--- config.mk ---
export PLATFORM = sky130hd
export DESIGN_NAME = sdram_cs_decoder
export DESIGN_NICKNAME = d
export VERILOG_FILES = /design/src/rtl/csdec_pkg.sv /design/src/rtl/csdec_regs.sv /design/src/rtl/csdec_match.sv /design/src/rtl/csdec_view_fsm.sv /design/src/rtl/sdram_cs_decoder.sv
export SDC_FILE = /design/constraint.sdc
export NUM_CORES = 1
export LEC_CHECK = 0
export BUFFER_PORTS_ARGS = -buffer_cell sky130_fd_sc_hd__buf_2
export CAP_MARGIN = 0
export CORE_MARGIN = 2
export CORE_UTILIZATION = 45
export DETAILED_ROUTE_END_ITERATION = 10
export PLACE_DENSITY = 0.62
export SYNTH_ARGS = -nofsm -noshare
export SYNTH_HDL_FRONTEND = slang
export SYNTH_SLANG_ARGS = --single-unit
--- constraint.sdc ---
create_clock -name clk -period 6.3 [get_ports clk]
set_clock_uncertainty 0.2 [all_clocks]
set_input_delay 1.26 -clock clk [delete_from_list [all_inputs] [get_ports clk]]
set_output_delay 1.26 -clock clk [all_outputs]
set_load 0.1 [all_outputs]
--- src/rtl/csdec_pkg.sv ---
package csdec_pkg;

    localparam int PA_W    = 36;
    localparam int REG_W   = 32;
    localparam int GRAN_SH = 24;
    localparam logic [3:0] DRAM_TARGET = 4'd0;

    typedef struct packed {
        logic [7:0] base_lo;
        logic [3:0] base_hi;
        logic [7:0] size_m1;
        logic [2:0] cs_fld;
        logic       en;
    } cs_win_t;

    typedef enum logic [1:0] {
        V_IDLE    = 2'd0,
        V_SCAN    = 2'd1,
        V_PUBLISH = 2'd2
    } view_state_e;

    function automatic logic [REG_W-1:0] pack_base(input cs_win_t w);
        return {w.base_lo, 20'b0, w.base_hi};
    endfunction

    function automatic logic [REG_W-1:0] pack_size(input cs_win_t w);
        return {w.size_m1, 19'b0, w.cs_fld, 1'b0, w.en};
    endfunction

endpackage

--- src/rtl/csdec_regs.sv ---
module csdec_regs
    import csdec_pkg::*;
#(
    parameter int NUM_CS = 4,
    parameter int REG_AW = $clog2(NUM_CS) + 3
) (
    input  logic              clk,
    input  logic              rst_n,
    input  logic              wr_en,
    input  logic              rd_en,
    input  logic [REG_AW-1:0] addr,
    input  logic [REG_W-1:0]  wdata,
    output logic [REG_W-1:0]  rdata,
    output cs_win_t           wins [NUM_CS]
);
    localparam int SEL_W = REG_AW - 3;

    logic [SEL_W-1:0] sel;
    logic             is_size;

    assign sel     = addr[REG_AW-1:3];
    assign is_size = addr[2];

    wire unused_cfg_bits = ^{addr[1:0], wdata[23:5], wdata[1]};

    always_ff @(posedge clk) begin
        if (!rst_n) begin
            for (int i = 0; i < NUM_CS; i++) begin
                wins[i] <= '0;
            end
        end else if (wr_en) begin
            if (is_size) begin
                wins[sel].size_m1 <= wdata[31:24];
                wins[sel].cs_fld  <= wdata[4:2];
                wins[sel].en      <= wdata[0];
            end else begin
                wins[sel].base_lo <= wdata[31:24];
                wins[sel].base_hi <= wdata[3:0];
            end
        end
    end

    always_ff @(posedge clk) begin
        if (!rst_n) begin
            rdata <= '0;
        end else if (rd_en) begin
            rdata <= is_size ? pack_size(wins[sel]) : pack_base(wins[sel]);
        end
    end

    // a base write lands in the selected window
    assert_base_write_R2: assert property (@(posedge clk) disable iff (!rst_n)
        (wr_en && !is_size) |=> (wins[$past(sel)].base_lo == $past(wdata[31:24])));

    // a size write lands in the selected window
    assert_size_write_R2: assert property (@(posedge clk) disable iff (!rst_n)
        (wr_en && is_size) |=> (wins[$past(sel)].en == $past(wdata[0])));

endmodule

--- src/rtl/csdec_match.sv ---
module csdec_match
    import csdec_pkg::*;
(
    input  cs_win_t         win,
    input  logic [PA_W-1:0] addr,
    output logic            hit,
    output logic            low_view
);
    logic [PA_W:0] base_x;
    logic [PA_W:0] span_x;
    logic [PA_W:0] end_x;
    logic [PA_W:0] addr_x;

    wire unused_fld = ^win.cs_fld;

    always_comb begin
        base_x = {1'b0, win.base_hi, win.base_lo, {GRAN_SH{1'b0}}};
        span_x = {4'b0, ({1'b0, win.size_m1} + 9'd1), {GRAN_SH{1'b0}}};
        end_x  = base_x + span_x;
        addr_x = {1'b0, addr};
        hit      = win.en && (addr_x >= base_x) && (addr_x < end_x);
        low_view = win.en && (win.base_hi == 4'd0);
    end

endmodule

--- src/rtl/csdec_view_fsm.sv ---
module csdec_view_fsm
    import csdec_pkg::*;
#(
    parameter int NUM_CS = 4,
    parameter int IDX_W  = $clog2(NUM_CS),
    parameter int CNT_W  = $clog2(NUM_CS + 1)
) (
    input  logic                          clk,
    input  logic                          rst_n,
    input  logic                          restart,
    input  logic [NUM_CS-1:0]             in_view,
    output logic                          view_valid,
    output logic [CNT_W-1:0]              view_count,
    output logic [NUM_CS-1:0][IDX_W-1:0]  view_list
);
    localparam logic [IDX_W-1:0] LAST_IDX = IDX_W'(NUM_CS - 1);

    view_state_e                  state_q;
    view_state_e                  state_d;
    logic [IDX_W-1:0]             scan_idx;
    logic [CNT_W-1:0]             work_cnt;
    logic [NUM_CS-1:0][IDX_W-1:0] work_list;

    always_ff @(posedge clk) begin
        if (!rst_n) begin
            state_q <= V_IDLE;
        end else begin
            state_q <= state_d;
        end
    end

    always_comb begin
        state_d    = state_q;
        view_valid = 1'b0;
        unique case (state_q)
            V_IDLE: begin
                view_valid = 1'b1;
                if (restart) state_d = V_SCAN;
            end
            V_SCAN: begin
                if (!restart && scan_idx == LAST_IDX) state_d = V_PUBLISH;
            end
            V_PUBLISH: begin
                state_d = restart ? V_SCAN : V_IDLE;
            end
            default: state_d = V_IDLE;
        endcase
    end

    always_ff @(posedge clk) begin
        if (!rst_n) begin
            scan_idx   <= '0;
            work_cnt   <= '0;
            work_list  <= '0;
            view_count <= '0;
            view_list  <= '0;
        end else if (restart) begin
            scan_idx  <= '0;
            work_cnt  <= '0;
            work_list <= '0;
        end else if (state_q == V_SCAN) begin
            if (in_view[scan_idx]) begin
                work_list[work_cnt[IDX_W-1:0]] <= scan_idx;
                work_cnt <= work_cnt + 1'b1;
            end
            scan_idx <= scan_idx + 1'b1;
        end else if (state_q == V_PUBLISH) begin
            view_count <= work_cnt;
            view_list  <= work_list;
        end
    end

    // the published count never exceeds the window count
    assert_view_count_R8: assert property (@(posedge clk) disable iff (!rst_n)
        view_count <= CNT_W'(NUM_CS));

    // a write invalidates the view on the next cycle
    assert_view_drop_R8: assert property (@(posedge clk) disable iff (!rst_n)
        restart |=> !view_valid);

    // publishing without a new write returns the view to valid
    assert_view_return_R8: assert property (@(posedge clk) disable iff (!rst_n)
        (state_q == V_PUBLISH && !restart) |=> view_valid);

endmodule

--- src/rtl/sdram_cs_decoder.sv ---
module sdram_cs_decoder
    import csdec_pkg::*;
#(
    parameter int NUM_CS = 4,
    parameter int IDX_W  = $clog2(NUM_CS),
    parameter int CNT_W  = $clog2(NUM_CS + 1),
    parameter int REG_AW = IDX_W + 3
) (
    input  logic                      clk,
    input  logic                      rst_n,
    input  logic                      cfg_wr_en,
    input  logic                      cfg_rd_en,
    input  logic [REG_AW-1:0]         cfg_addr,
    input  logic [31:0]               cfg_wdata,
    output logic [31:0]               cfg_rdata,
    input  logic                      lk_valid,
    input  logic [35:0]               lk_addr,
    input  logic                      lk_dma32,
    output logic                      res_valid,
    output logic                      res_hit,
    output logic                      res_miss,
    output logic [IDX_W-1:0]          res_cs,
    output logic [NUM_CS-1:0]         res_attr,
    output logic [3:0]                res_target,
    output logic                      view_valid,
    output logic [CNT_W-1:0]          view_count,
    output logic [NUM_CS*IDX_W-1:0]   view_list
);
    cs_win_t                      wins [NUM_CS];
    logic [NUM_CS-1:0]            win_hit;
    logic [NUM_CS-1:0]            win_low;
    logic [NUM_CS-1:0]            eligible;
    logic                         pick_found;
    logic [IDX_W-1:0]             pick_idx;
    logic [NUM_CS-1:0]            attr_d;
    logic [NUM_CS-1:0][IDX_W-1:0] list_w;

    csdec_regs #(.NUM_CS(NUM_CS), .REG_AW(REG_AW)) u_regs (
        .clk   (clk),
        .rst_n (rst_n),
        .wr_en (cfg_wr_en),
        .rd_en (cfg_rd_en),
        .addr  (cfg_addr),
        .wdata (cfg_wdata),
        .rdata (cfg_rdata),
        .wins  (wins)
    );

    for (genvar g = 0; g < NUM_CS; g++) begin : g_win
        csdec_match u_match (
            .win      (wins[g]),
            .addr     (lk_addr),
            .hit      (win_hit[g]),
            .low_view (win_low[g])
        );
    end

    // lowest index wins among eligible windows
    always_comb begin
        eligible   = lk_dma32 ? (win_hit & win_low) : win_hit;
        pick_found = 1'b0;
        pick_idx   = '0;
        for (int i = 0; i < NUM_CS; i++) begin
            if (!pick_found && eligible[i]) begin
                pick_found = 1'b1;
                pick_idx   = IDX_W'(i);
            end
        end
        attr_d = '1;
        if (pick_found) attr_d[pick_idx] = 1'b0;
    end

    always_ff @(posedge clk) begin
        if (!rst_n) begin
            res_valid  <= 1'b0;
            res_hit    <= 1'b0;
            res_miss   <= 1'b0;
            res_cs     <= '0;
            res_attr   <= '1;
            res_target <= DRAM_TARGET;
        end else begin
            res_valid <= lk_valid;
            res_hit   <= lk_valid && pick_found;
            res_miss  <= lk_valid && !pick_found;
            if (lk_valid) begin
                res_cs     <= pick_found ? pick_idx : '0;
                res_attr   <= attr_d;
                res_target <= DRAM_TARGET;
            end
        end
    end

    csdec_view_fsm #(.NUM_CS(NUM_CS), .IDX_W(IDX_W), .CNT_W(CNT_W)) u_view (
        .clk        (clk),
        .rst_n      (rst_n),
        .restart    (cfg_wr_en),
        .in_view    (win_low),
        .view_valid (view_valid),
        .view_count (view_count),
        .view_list  (list_w)
    );

    assign view_list = list_w;

    // a result follows every request by exactly one cycle
    assert_result_latency_R3: assert property (@(posedge clk) disable iff (!rst_n)
        1'b1 |=> (res_valid == $past(lk_valid)));

    // a valid result is either a hit or a miss, never both
    assert_hit_xor_miss_R6: assert property (@(posedge clk) disable iff (!rst_n)
        res_valid |-> (res_hit != res_miss));

    // miss drives the all-ones attribute and index zero
    assert_miss_attr_R6: assert property (@(posedge clk) disable iff (!rst_n)
        res_miss |-> (res_attr == {NUM_CS{1'b1}} && res_cs == '0));

    // hit attribute has exactly the hit chip-select bit low
    assert_hit_attr_R5: assert property (@(posedge clk) disable iff (!rst_n)
        res_hit |-> ($countones(res_attr) == NUM_CS - 1 && !res_attr[res_cs]));

endmodule

==> results of run 1 <==
[worst max-delay path, stage by stage (launching register included)]
cell	delay (ns)
dfxtp_1	0.47
ha_1	0.23
nand3_1	0.12
nor2_1	0.18
xor2_1	0.09
ha_1	0.20
nor3_1	0.27
a21boi_0	0.40
nor4_1	0.12
a311oi_1	0.33
xnor2_1	0.13
ha_1	0.21
or4_1	0.51
a21oi_1	0.14
o21ai_0	0.10
o32a_1	0.38
a211oi_1	0.63
a21boi_1	0.32
a221o_1	0.17
[power by group]
| part | leakage [nW] | switching [mW] | internal, mW |
|---|---|---|---|
| combinational | 3.32 | 0.278 | 0.118 |
| sequential | 1.17 | 0.0231 | 0.929 |
| clock | 0.288 | 0.428 | 0.620 |
[final cells by class]
cell class / instances / area, um2
fillers: 2284 / 11600
multi-input cells: 1019 / 7320
flip-flops and latches: 144 / 2880
clock buffers: 22 / 474
repair buffers: 93 / 473
well taps: 319 / 399
inverters: 80 / 300
clock inverters: 10 / 124
diodes: 2 / 5.00
[kinds of logic after synthesis]
logic type,Yosys count,share of synthesized area
flip-flops,144,0.265
multiplexers,39,0.0635
XOR/XNOR,64,0.0515
other,1,0.000345
adder cells (fa/ha/maj),147,0.172
buffers and inverters,165,0.0705
AND/OR/NAND/NOR,454,0.188
AO/OA/AOI/OAI,292,0.189
[metrics by stage]
| stage | setup WS, ns | utilization | instances |
|---|---|---|---|
| final | 1.05 | 0.507 | 1689 |
| after global routing | 0.586 | 0.507 | 1688 |
| after CTS | 1.16 | 0.507 | 1687 |
| after detailed placement | 1.19 | 0.482 | 1655 |
| after global placement | 1.28 | 0.482 | 1655 |
| after floorplan | 2.14 | - | 1328 |
[metal layers]
layer | share of wire | wire length, um | GRT usage
met5 | 0 | 0 | 0
met4 | 0.038 | 1270 | 0.103
met2 | 0.45 | 15100 | 0.417
met1 | 0.44 | 15000 | 0.359
met3 | 0.070 | 2360 | 0.0529
[registers in the layout, summed over array words and instances (netlist names)]
register,flops
res_cs,2
res_attr,4
u_view.work_cnt,3
u_regs.rdata,13
u_view.state_q,2
res_miss,1
u_view.work_list,8
u_view.scan_idx,2
u_view.view_count,3
res_valid,1
res_hit,1
u_view.view_list,8
u_regs.wins,96
[Yosys cell counts (5+ instances only)]
| master | n | area [um2] |
|---|---|---|
| a211oi_1 | 8 | 60.1 |
| a21boi_0 | 100 | 751 |
| a21o_1 | 18 | 135 |
| a21oi_1 | 55 | 275 |
| a31oi_1 | 6 | 37.5 |
| and3_1 | 11 | 68.8 |
| and4_1 | 5 | 43.8 |
| buf_4 | 34 | 255 |
| clkbuf_1 | 43 | 161 |
| dfxtp_1 | 144 | 2880 |
| ha_1 | 143 | 1790 |
| inv_1 | 80 | 300 |
| mux2i_1 | 15 | 150 |
| mux4_2 | 24 | 541 |
| nand2_1 | 263 | 987 |
| nand2b_1 | 12 | 75.1 |
| nand3_1 | 35 | 175 |
| nand4_1 | 12 | 75.1 |
| nor2_1 | 48 | 180 |
| nor2b_1 | 20 | 125 |
| nor3_1 | 12 | 60.1 |
| nor4_1 | 12 | 75.1 |
| o211a_1 | 11 | 110 |
| o211ai_1 | 14 | 105 |
| o21a_1 | 11 | 82.6 |
| o21ai_0 | 31 | 155 |
| o31ai_1 | 5 | 37.5 |
| or2_2 | 7 | 43.8 |
| xnor2_1 | 46 | 403 |
| xor2_1 | 18 | 158 |
[worst max path at each step]
stage / from / to / slack (ns)
after floorplan: u_regs.wins[4]$_SDFFE_PN0P_ / res_attr[3]$_SDFFE_PN1P_ / 2.14
after global placement: u_regs.wins[4]$_SDFFE_PN0P_ / res_attr[3]$_SDFFE_PN1P_ / 1.28
after detailed placement: u_regs.wins[4]$_SDFFE_PN0P_ / res_attr[3]$_SDFFE_PN1P_ / 1.19
after CTS: u_regs.wins[4]$_SDFFE_PN0P_ / res_attr[3]$_SDFFE_PN1P_ / 1.16
after global routing: u_regs.wins[4]$_SDFFE_PN0P_ / res_cs[0]$_SDFFE_PN0P_ / 0.59
final: u_regs.wins[4]$_SDFFE_PN0P_ / res_cs[0]$_SDFFE_PN0P_ / 1.05
==> reports/results.ini, run 1 <==
[power]
power_consumption_mw = 2.40
ir_drop_mv = 0.155
p_leak_nw = 4.77
p_per_area_mw_per_mm2 = 200

[finish]
share_of_cells_above_drive_strength_1 = 0.119
leading_cell_types_in_the_layout_fill_and_taps_excluded = nand2_1, dfxtp_1, ha_1
synthToLayoutAreaGrowth_pct = 10.1
layout.cell_area.non_filler_mm2 = 0.0120
nNetsFinal = 1581
mostFrequentLayoutCell = nand2_1

[worst_setup_path]
worst_ep_arrival_time_ns = 5.42
worst-r2r-cell-count = 18
critical_path.max_fanout = 6
r2r_setup_slack_ns = 1.05
timing_worst_setup_path_type = reg2reg
worst_ep_required_time_ns = 6.48
crit_path_end_kind = flop
rr_endpoint = res_cs[0]$_SDFFE_PN0P_
worstSetupStartpointType = flop
reg2reg_from = u_regs.wins[4]$_SDFFE_PN0P_

[route]
detailedRoute.firstPassIterationCount = 5
drt-vias-per-instance = 5.58
drt_first_iter_violations = 783
routedWlPerCell_um = 20.0
vias_after_detailed_routing = 9432
route.final.wire_length_mm = 33.7
drt_drc_violations_left = 0
antenna_violating_nets_post_route = 0

[timing]
setup_viol = 0
holdWs_ns = 0.256
worst_pin_slew_ns = 1.11
slew_viol_final = 0
max_slew_margin_vs_limit = 0.255
rsz_0062_raised_after_global_routing = no
fin_tns_setup_ns = 0
fin_crit_sh = 0.833
fmaxAchievable_mhz = 191
hold_violations = 0
finalCriticalPeriod_ns = 5.25

[cts]
number_of_buffers_added_by_the_clock_tree_synthesis_step = 17
post_cts_resized = 0
tritoncts = yes
worstSkewPairLatency_ns = 0.43
cts-root-to-sink-buffers = 2
hold_buffers = 0
tritoncts_num_sinks = 144
cts.clk_slew.worst_paths_ns = 0.07
htree_depth = 4
cts-root-buf = clkbuf_16
cts_setup_buffers = 0

[worst_hold_path]
holdCritStartpoint = u_view.work_list[7]$_SDFFE_PP0P_
worst_hold_path.endpoint = u_view.work_list[7]$_SDFFE_PP0P_
holdCritPathClass = reg2reg
hold_path_depth = 2

[die]
core_mm2 = 0.0236
floorplan.die.height_um = 159
die_area_mm2 = 0.0254
fp.dieW_um = 159
placementRows = 56
io_pins = 136
initial_utilization = 0.461

[logic_synthesis]
postSynth.topFlopCell = dfxtp_1
yosys_warnings = 0
post_synthesis_cell_area_mm2 = 0.0109
total_of_flip_flops_plus_latches_after_synthesis = 144
synth_async_sr_flop_share = 0
yosysSeqAreaShare = 0.265
number_of_enable_type_register_cells_in_the_synthesized_netlist = 0
postSynthCellCount = 1306
post_synth.cell_area_avg_um2 = 8.33
post_synth_num_cell_types = 64

[global_route]
number_of_antenna_violations_at_the_first_check_in_global_routing = 2
grt_max_degree = 75
global_route_wire_length_before_repair_mm = 51.8
via_count_of_the_first_global_routing_pass = 8799
grtUsageTotal = 0.265
gr-total-overflow = 0

[placed_design]
gp_routability_congestion = 0.965
post_dp_cell_area_mm2 = 0.0114
io_buffers = 91
dp_hpwl_mm = 25.2

[flow_run]
max_cap_violations = 0

[outcome]
status = completed

Power figures use the tool's default switching activity.
==> run 2, diff against run 1 <==
- PLACE_DENSITY: 0.62 -> 0.65
- clock period: 6.3 -> 4.4 ns (I/O delays scaled with it)
==> run 2 against run 1 <==
Compared with the run above:
- fmax increased by 23%
- utilization up 3.2 points
- routed wire length shrank 0.27%
- first-iteration DRC count increased by 3.1%
- clock power rose by 39%
- die area stayed put
- via count up 3.8%
- count of clock-buffer cells in the layout down 1
- final cell count up 3.3%
- hold slack improved by 0.0070 ns
- global-route usage decreased by 0.58 points
==> reports/results.ini, run 2 (same netlist as run 1, synthesis figures left out) <==
[outcome]
status = completed  ; unchanged

[worst_setup_path]
r2r_setup_slack_ns = 0.14  ; was 1.05 ns
worst_ep_required_time_ns = 4.54  ; was 6.48 ns
critical_path.max_fanout = 4  ; was 6
worst_ep_arrival_time_ns = 4.40  ; was 5.42 ns
crit_path_end_kind = flop  ; unchanged
timing_worst_setup_path_type = reg2reg  ; unchanged
worstSetupStartpointType = flop  ; unchanged

[power]
power_consumption_mw = 3.41  ; was 2.40 mW
p_per_area_mw_per_mm2 = 268  ; was 200 mW/mm2
ir_drop_mv = 0.219  ; was 0.155 mV
p_leak_nw = 5.11  ; was 4.77 nW

[finish]
insertedDiodeCount = 0  ; was 2
largest_register_ffs = 96  ; unchanged
synthToLayoutAreaGrowth_pct = 17.0  ; was 10.1%
register_area_mm2 = 0.00290  ; was 0.00288 mm2
biggestRegsByFlops = u_regs.wins x96, u_regs.rdata x13  ; unchanged
multi_input_area_mm2 = 0.00763  ; was 0.00732 mm2
largest-register = u_regs.wins  ; unchanged
fillCellCount = 2220  ; was 2284
mostFrequentLayoutCell = nand2_1  ; unchanged
nNetsFinal = 1639  ; was 1581
leading_cell_types_in_the_layout_fill_and_taps_excluded = nand2_1, dfxtp_1, ha_1  ; unchanged
final_core_util = 0.539  ; was 0.507
share_of_cells_above_drive_strength_1 = 0.194  ; was 0.119
layoutNonFillerInstCount = 1745  ; was 1689

[route]
detailedRoute.firstPassIterationCount = 5  ; unchanged
drt_drc_violations_left = 0  ; unchanged
routedWlPerCell_um = 19.3  ; was 20.0 um
vias_after_detailed_routing = 9790  ; was 9432
antenna_violating_nets_post_route = 0  ; unchanged
route.final.wire_length_mm = 33.6  ; was 33.7 mm
drt-vias-per-instance = 5.61  ; was 5.58
drt_first_iter_violations = 807  ; was 783

[placed_design]
io_buffers = 91  ; unchanged
gp_routability_congestion = 0.932  ; was 0.965
placed_cells_incl_taps = 1706  ; was 1655
dp_hpwl_mm = 25.5  ; was 25.2 mm

[die]
placementRows = 56  ; unchanged
die_area_mm2 = 0.0254  ; unchanged
core_mm2 = 0.0236  ; unchanged
floorplan.die.height_um = 159  ; unchanged
io_pins = 136  ; unchanged
fp.dieW_um = 159  ; unchanged
initial_utilization = 0.461  ; unchanged

[timing]
fin_crit_sh = 0.968  ; was 0.833
worst_pin_slew_ns = 1.14  ; was 1.11 ns
slew_viol_final = 0  ; unchanged
max_slew_margin_vs_limit = 0.234  ; was 0.255
hold_violations = 0  ; unchanged
holdWs_ns = 0.263  ; was 0.256 ns
fmaxAchievable_mhz = 235  ; was 191 MHz
finalCriticalPeriod_ns = 4.26  ; was 5.25 ns
setup_viol = 0  ; unchanged

[cts]
number_of_buffers_added_by_the_clock_tree_synthesis_step = 17  ; unchanged
cts-root-buf = clkbuf_16  ; unchanged
tritoncts = yes  ; unchanged
hold_buffers = 0  ; unchanged
cts.clk_slew.worst_paths_ns = 0.06  ; was 0.07 ns
cts-root-to-sink-buffers = 2  ; unchanged
htree_depth = 4  ; unchanged
worstSkewPairLatency_ns = 0.43  ; about the same
tritoncts_num_sinks = 144  ; unchanged

[global_route]
via_count_of_the_first_global_routing_pass = 9049  ; was 8799
gr-total-overflow = 0  ; unchanged
grt_max_degree = 85  ; was 75
grt_most_used_layer = met2  ; unchanged
number_of_antenna_violations_at_the_first_check_in_global_routing = 0  ; was 2
gr_met3_demand_resource = 0.0471  ; was 0.0529
grtUsageTotal = 0.260  ; was 0.265
grt_util_met1 = 0.361  ; was 0.359
groute.layer.met2.usage = 0.401  ; was 0.417
global_route_wire_length_before_repair_mm = 51.1  ; was 51.8 mm

[worst_hold_path]
holdCritPathClass = reg2reg  ; unchanged

[flow_run]
max_cap_violations = 0  ; unchanged

## run 2: cell type report
cell class                      count  share of cell area
Multi-Input combinational cell   1019               0.600
Sequential cell                   144               0.227
Timing Repair Buffer              151              0.0717
Clock buffer                       21              0.0362
Tap cell                          319              0.0314
Inverter                           80              0.0236
Clock inverter                     11              0.0100
## run 2: per-stage QoR
stage | instance area [um2] | setup TNS [ns] | setup WS (ns)
2_1_floorplan | 11000 | 0 | 0.240
3_3_place_gp | 11800 | -0.679 | -0.188
3_5_place_dp | 11800 | -1.17 | -0.257
4_1_cts | 12400 | 0 | 0.00648
5_1_grt | 12700 | -0.0249 | -0.0230
6_report | 12700 | 0 | 0.139
## run 2: path summary, 6_finish.rpt
| check | depth (start not counted) | startpoint | end |
|---|---|---|---|
| setup / recovery | 21 | u_regs.wins[5]$_SDFFE_PN0P_ | res_cs[1]$_SDFFE_PN0P_ |
| setup reg to reg | 21 | u_regs.wins[5]$_SDFFE_PN0P_ | res_cs[1]$_SDFFE_PN0P_ |
| hold / removal | 2 | res_cs[1]$_SDFFE_PN0P_ | res_cs[1]$_SDFFE_PN0P_ |
| hold reg to reg | 2 | res_cs[1]$_SDFFE_PN0P_ | res_cs[1]$_SDFFE_PN0P_ |
## run 2: report_power, final
group,internal [mW],switching [mW],total (mW)
clock,0.869,0.592,1.46
sequential,1.33,0.0275,1.36
combinational,0.184,0.409,0.594
## run 2: routing by layer
metal  vias up  wire length (um)
met5         -                 0
met4         0              1160
met3        46              2470
met2       333             14900
met1      4672             15000
li1       4739                 -
## run 2: repair_timing
action	4_1_cts	5_1_grt
resized for setup	13	61
buffers inserted	0	7
gates cloned	0	0
endpoints found under the setup margin	7	8
pin swaps	3	29
## run 2: critical path, cell delays in order (launching register included)
cell and delay [ns]:
dfxtp_4 0.38, ha_4 0.16, nand3_4 0.10, nor2_4 0.14, xor2_2 0.09, ha_2 0.33
o21a_1 0.17, nor2_4 0.05, buf_4 0.13, buf_4 0.15, a211oi_2 0.14, nor2_1 0.07
xor2_1 0.14, ha_1 0.18, or4_1 0.51, a21oi_1 0.13, o21ai_1 0.08, o32a_1 0.33
a211oi_2 0.22, buf_4 0.17, a21oi_2 0.04, o32ai_1 0.27
==> run 3, diff against run 2 <==
- CORE_ASPECT_RATIO: not set -> 1.4
==> run 3 against run 2 <==
Compared with the run above:
- power is 1.1% lower
- utilization up 0.062 points
- non-clock buffer count up 11
- first-iteration DRC count decreased by 25%
- fmax up 0.23%
- critical path depth fell by 6
- hold slack worse by 0.0061 ns
- routed wire length rose by 1.1%
- die area about the same
- critical endpoint is now res_cs[0]$_SDFFE_PN0P_
- worst setup slack improved by 0.0097 ns
==> reports/results.ini, run 3 (same netlist as run 1, synthesis figures left out) <==
[global_route]
number_of_antenna_violations_at_the_first_check_in_global_routing = 0  ; unchanged
global_route_wire_length_before_repair_mm = 51.6  ; was 51.1 mm
grtUsageTotal = 0.268  ; was 0.260
gr-total-overflow = 0  ; unchanged
grt_max_degree = 77  ; was 85
via_count_of_the_first_global_routing_pass = 9247  ; was 9049

[route]
drt_drc_violations_left = 0  ; unchanged
route.top_layer_used = met4  ; unchanged
routedWlPerCell_um = 19.5  ; was 19.3 um
detailedRoute.firstPassIterationCount = 5  ; unchanged
drt-vias-per-instance = 5.55  ; was 5.61
vias_after_detailed_routing = 9688  ; was 9790
route.met2.wl_mm = 16.7  ; was 14.9 mm
antenna_violating_nets_post_route = 0  ; unchanged
routed_wire_length_on_met3_mm = 1.29  ; was 2.47 mm
drt_first_iter_violations = 608  ; was 807
m1WireLength_mm = 13.6  ; was 15.0 mm
route.final.wire_length_mm = 34.0  ; was 33.6 mm

[timing]
fmaxAchievable_mhz = 235  ; about the same
hold_violations = 0  ; unchanged
fin_crit_sh = 0.966  ; was 0.968
finalCriticalPeriod_ns = 4.25  ; was 4.26 ns
setup_viol = 0  ; unchanged
max_slew_margin_vs_limit = 0.256  ; was 0.234
slew_viol_final = 0  ; unchanged
worst_pin_slew_ns = 1.11  ; was 1.14 ns

[die]
initial_utilization = 0.455  ; was 0.461
placementRows = 67  ; was 56
io_pins = 136  ; unchanged
fp.dieW_um = 135  ; was 159 um
core_mm2 = 0.0239  ; was 0.0236 mm2
floorplan.die.height_um = 188  ; was 159 um
die_area_mm2 = 0.0255  ; was 0.0254 mm2

[worst_setup_path]
reg2reg_from = u_regs.wins[78]$_SDFFE_PN0P_  ; was u_regs.wins[5]$_SDFFE_PN0P_
r2r_setup_slack_ns = 0.15  ; was 0.14 ns
worst-r2r-cell-count = 15  ; was 21
crit_path_end_kind = flop  ; unchanged
worst_ep_required_time_ns = 4.52  ; was 4.54 ns
worst_path_largest_cell_delay_ns = 0.49  ; was 0.51 ns
timing_worst_setup_path_type = reg2reg  ; unchanged
critical_path.slowest_cell = dfxtp_1  ; was or4_1
rr_endpoint = res_cs[0]$_SDFFE_PN0P_  ; was res_cs[1]$_SDFFE_PN0P_
critical_path.max_fanout = 6  ; was 4
worstSetupStartpointType = flop  ; unchanged
critical_path.cell_chain = nand3_1, xnor2_1, ha_1, a21o_1, a2111oi_4, nor3_1, a311oi_1, xnor2_1, ha_1, and3_1, a221oi_2, o21ai_0, a21o_1, and2_1, a221o_1  ; was ha_4, nand3_4, nor2_4, xor2_2, ha_2, o21a_1, nor2_4, buf_4, buf_4, a211oi_2, nor2_1, xor2_1, ha_1, or4_1, a21oi_1, o21ai_1, o32a_1, a211oi_2, buf_4, a21oi_2, o32ai_1
worst_ep_arrival_time_ns = 4.37  ; was 4.40 ns

[worst_hold_path]
holdCritStartpoint = u_view.work_list[7]$_SDFFE_PP0P_  ; was res_cs[1]$_SDFFE_PN0P_
worst_hold_path.endpoint = u_view.work_list[7]$_SDFFE_PP0P_  ; was res_cs[1]$_SDFFE_PN0P_
holdCritPathClass = reg2reg  ; unchanged
hold_path_depth = 2  ; unchanged

[cts]
cts.clk_slew.worst_paths_ns = 0.07  ; was 0.06 ns
tritoncts_num_sinks = 144  ; unchanged
worstSkewPairLatency_ns = 0.44  ; was 0.43 ns
cts-root-to-sink-buffers = 2  ; unchanged
tritoncts = yes  ; unchanged
hold_buffers = 0  ; unchanged
number_of_buffers_added_by_the_clock_tree_synthesis_step = 17  ; unchanged
cts-root-buf = clkbuf_16  ; unchanged
htree_depth = 4  ; unchanged

[finish]
insertedDiodeCount = 0  ; unchanged
nNetsFinal = 1650  ; was 1639
largest_register_ffs = 96  ; unchanged
synthToLayoutAreaGrowth_pct = 18.5  ; was 17.0%
leading_cell_types_in_the_layout_fill_and_taps_excluded = nand2_1, dfxtp_1, ha_1  ; unchanged
biggestRegsByFlops = u_regs.wins x96, u_regs.rdata x13  ; unchanged
mostFrequentLayoutCell = nand2_1  ; unchanged
largest-register = u_regs.wins  ; unchanged
layout.cell_area.non_filler_mm2 = 0.0129  ; was 0.0127 mm2
share_of_cells_above_drive_strength_1 = 0.209  ; was 0.194

[power]
p_per_area_mw_per_mm2 = 262  ; was 268 mW/mm2
ir_drop_mv = 0.263  ; was 0.219 mV
p_leak_nw = 5.16  ; was 5.11 nW
power_consumption_mw = 3.37  ; was 3.41 mW

[flow_run]
max_cap_violations = 0  ; unchanged

[placed_design]
io_buffers = 91  ; unchanged
dp_hpwl_mm = 25.6  ; was 25.5 mm
gp_routability_congestion = 0.937  ; was 0.932
post_dp_cell_area_mm2 = 0.0118  ; about the same

[outcome]
status = completed  ; unchanged

[run 3: cell type report]
class	instances	area, um2
fill	2218	11000
multi-input combinational	1019	7750
sequential	144	2900
timing repair buffer	162	991
clock buffer	18	439
tap	310	388
inverter	80	300
clock inverter	14	119
[run 3: what timing repair did]
item	4_1_cts	5_1_grt
resized for setup	22	71
pin swaps	6	32
endpoints found under the setup margin	7	8
setup buffers	1	7
[run 3: worst max path at each step]
stage	start	depth (start not counted)	endpoint
floorplan	u_regs.wins[4]$_SDFFE_PN0P_	17	res_attr[3]$_SDFFE_PN1P_
global placement	u_regs.wins[4]$_SDFFE_PN0P_	18	res_cs[1]$_SDFFE_PN0P_
detailed placement	u_regs.wins[5]$_SDFFE_PN0P_	19	res_cs[1]$_SDFFE_PN0P_
CTS	u_regs.wins[76]$_SDFFE_PN0P_	16	res_cs[0]$_SDFFE_PN0P_
global route	u_regs.wins[4]$_SDFFE_PN0P_	18	res_attr[3]$_SDFFE_PN1P_
finish	u_regs.wins[78]$_SDFFE_PN0P_	15	res_cs[0]$_SDFFE_PN0P_
[run 3: through the flow]
stage                     setup slack [ns]  utilization  hold slack [ns]  cells  setup TNS, ns
after floorplan                      0.240            -            0.236   1328              0
after global placement              -0.162        0.495            0.244   1707         -0.624
after detailed placement            -0.312        0.495            0.248   1707          -1.36
after CTS                         0.000874        0.523            0.257   1740              0
after global routing               -0.0418        0.540            0.269   1747         -0.118
final                                0.149        0.540            0.257   1747              0
[run 3: power by group]
part	switching, mW	internal (mW)	total (mW)
clock	0.659	0.755	1.41
combinational	0.412	0.192	0.603
sequential	0.0283	1.33	1.36
total	1.10	2.27	3.37
[run 3: routing by layer]
layer | track usage | vias up
li1 | - | 4767
met4 | 0.165 | 0
met5 | 0 | -
met2 | 0.460 | 229
met1 | 0.314 | 4590
met3 | 0.0341 | 102
[run 3: critical path: cells and delay by family, from the launching register on]
| family | cells | cell delay (ns) |
|---|---|---|
| AOI/OAI and AO/OA | 7 | 1.81 |
| and+or+nand+nor | 4 | 0.60 |
| adders and majority gates | 2 | 0.58 |
| DFF | 1 | 0.49 |
| xor gates and xnor gates | 2 | 0.46 |
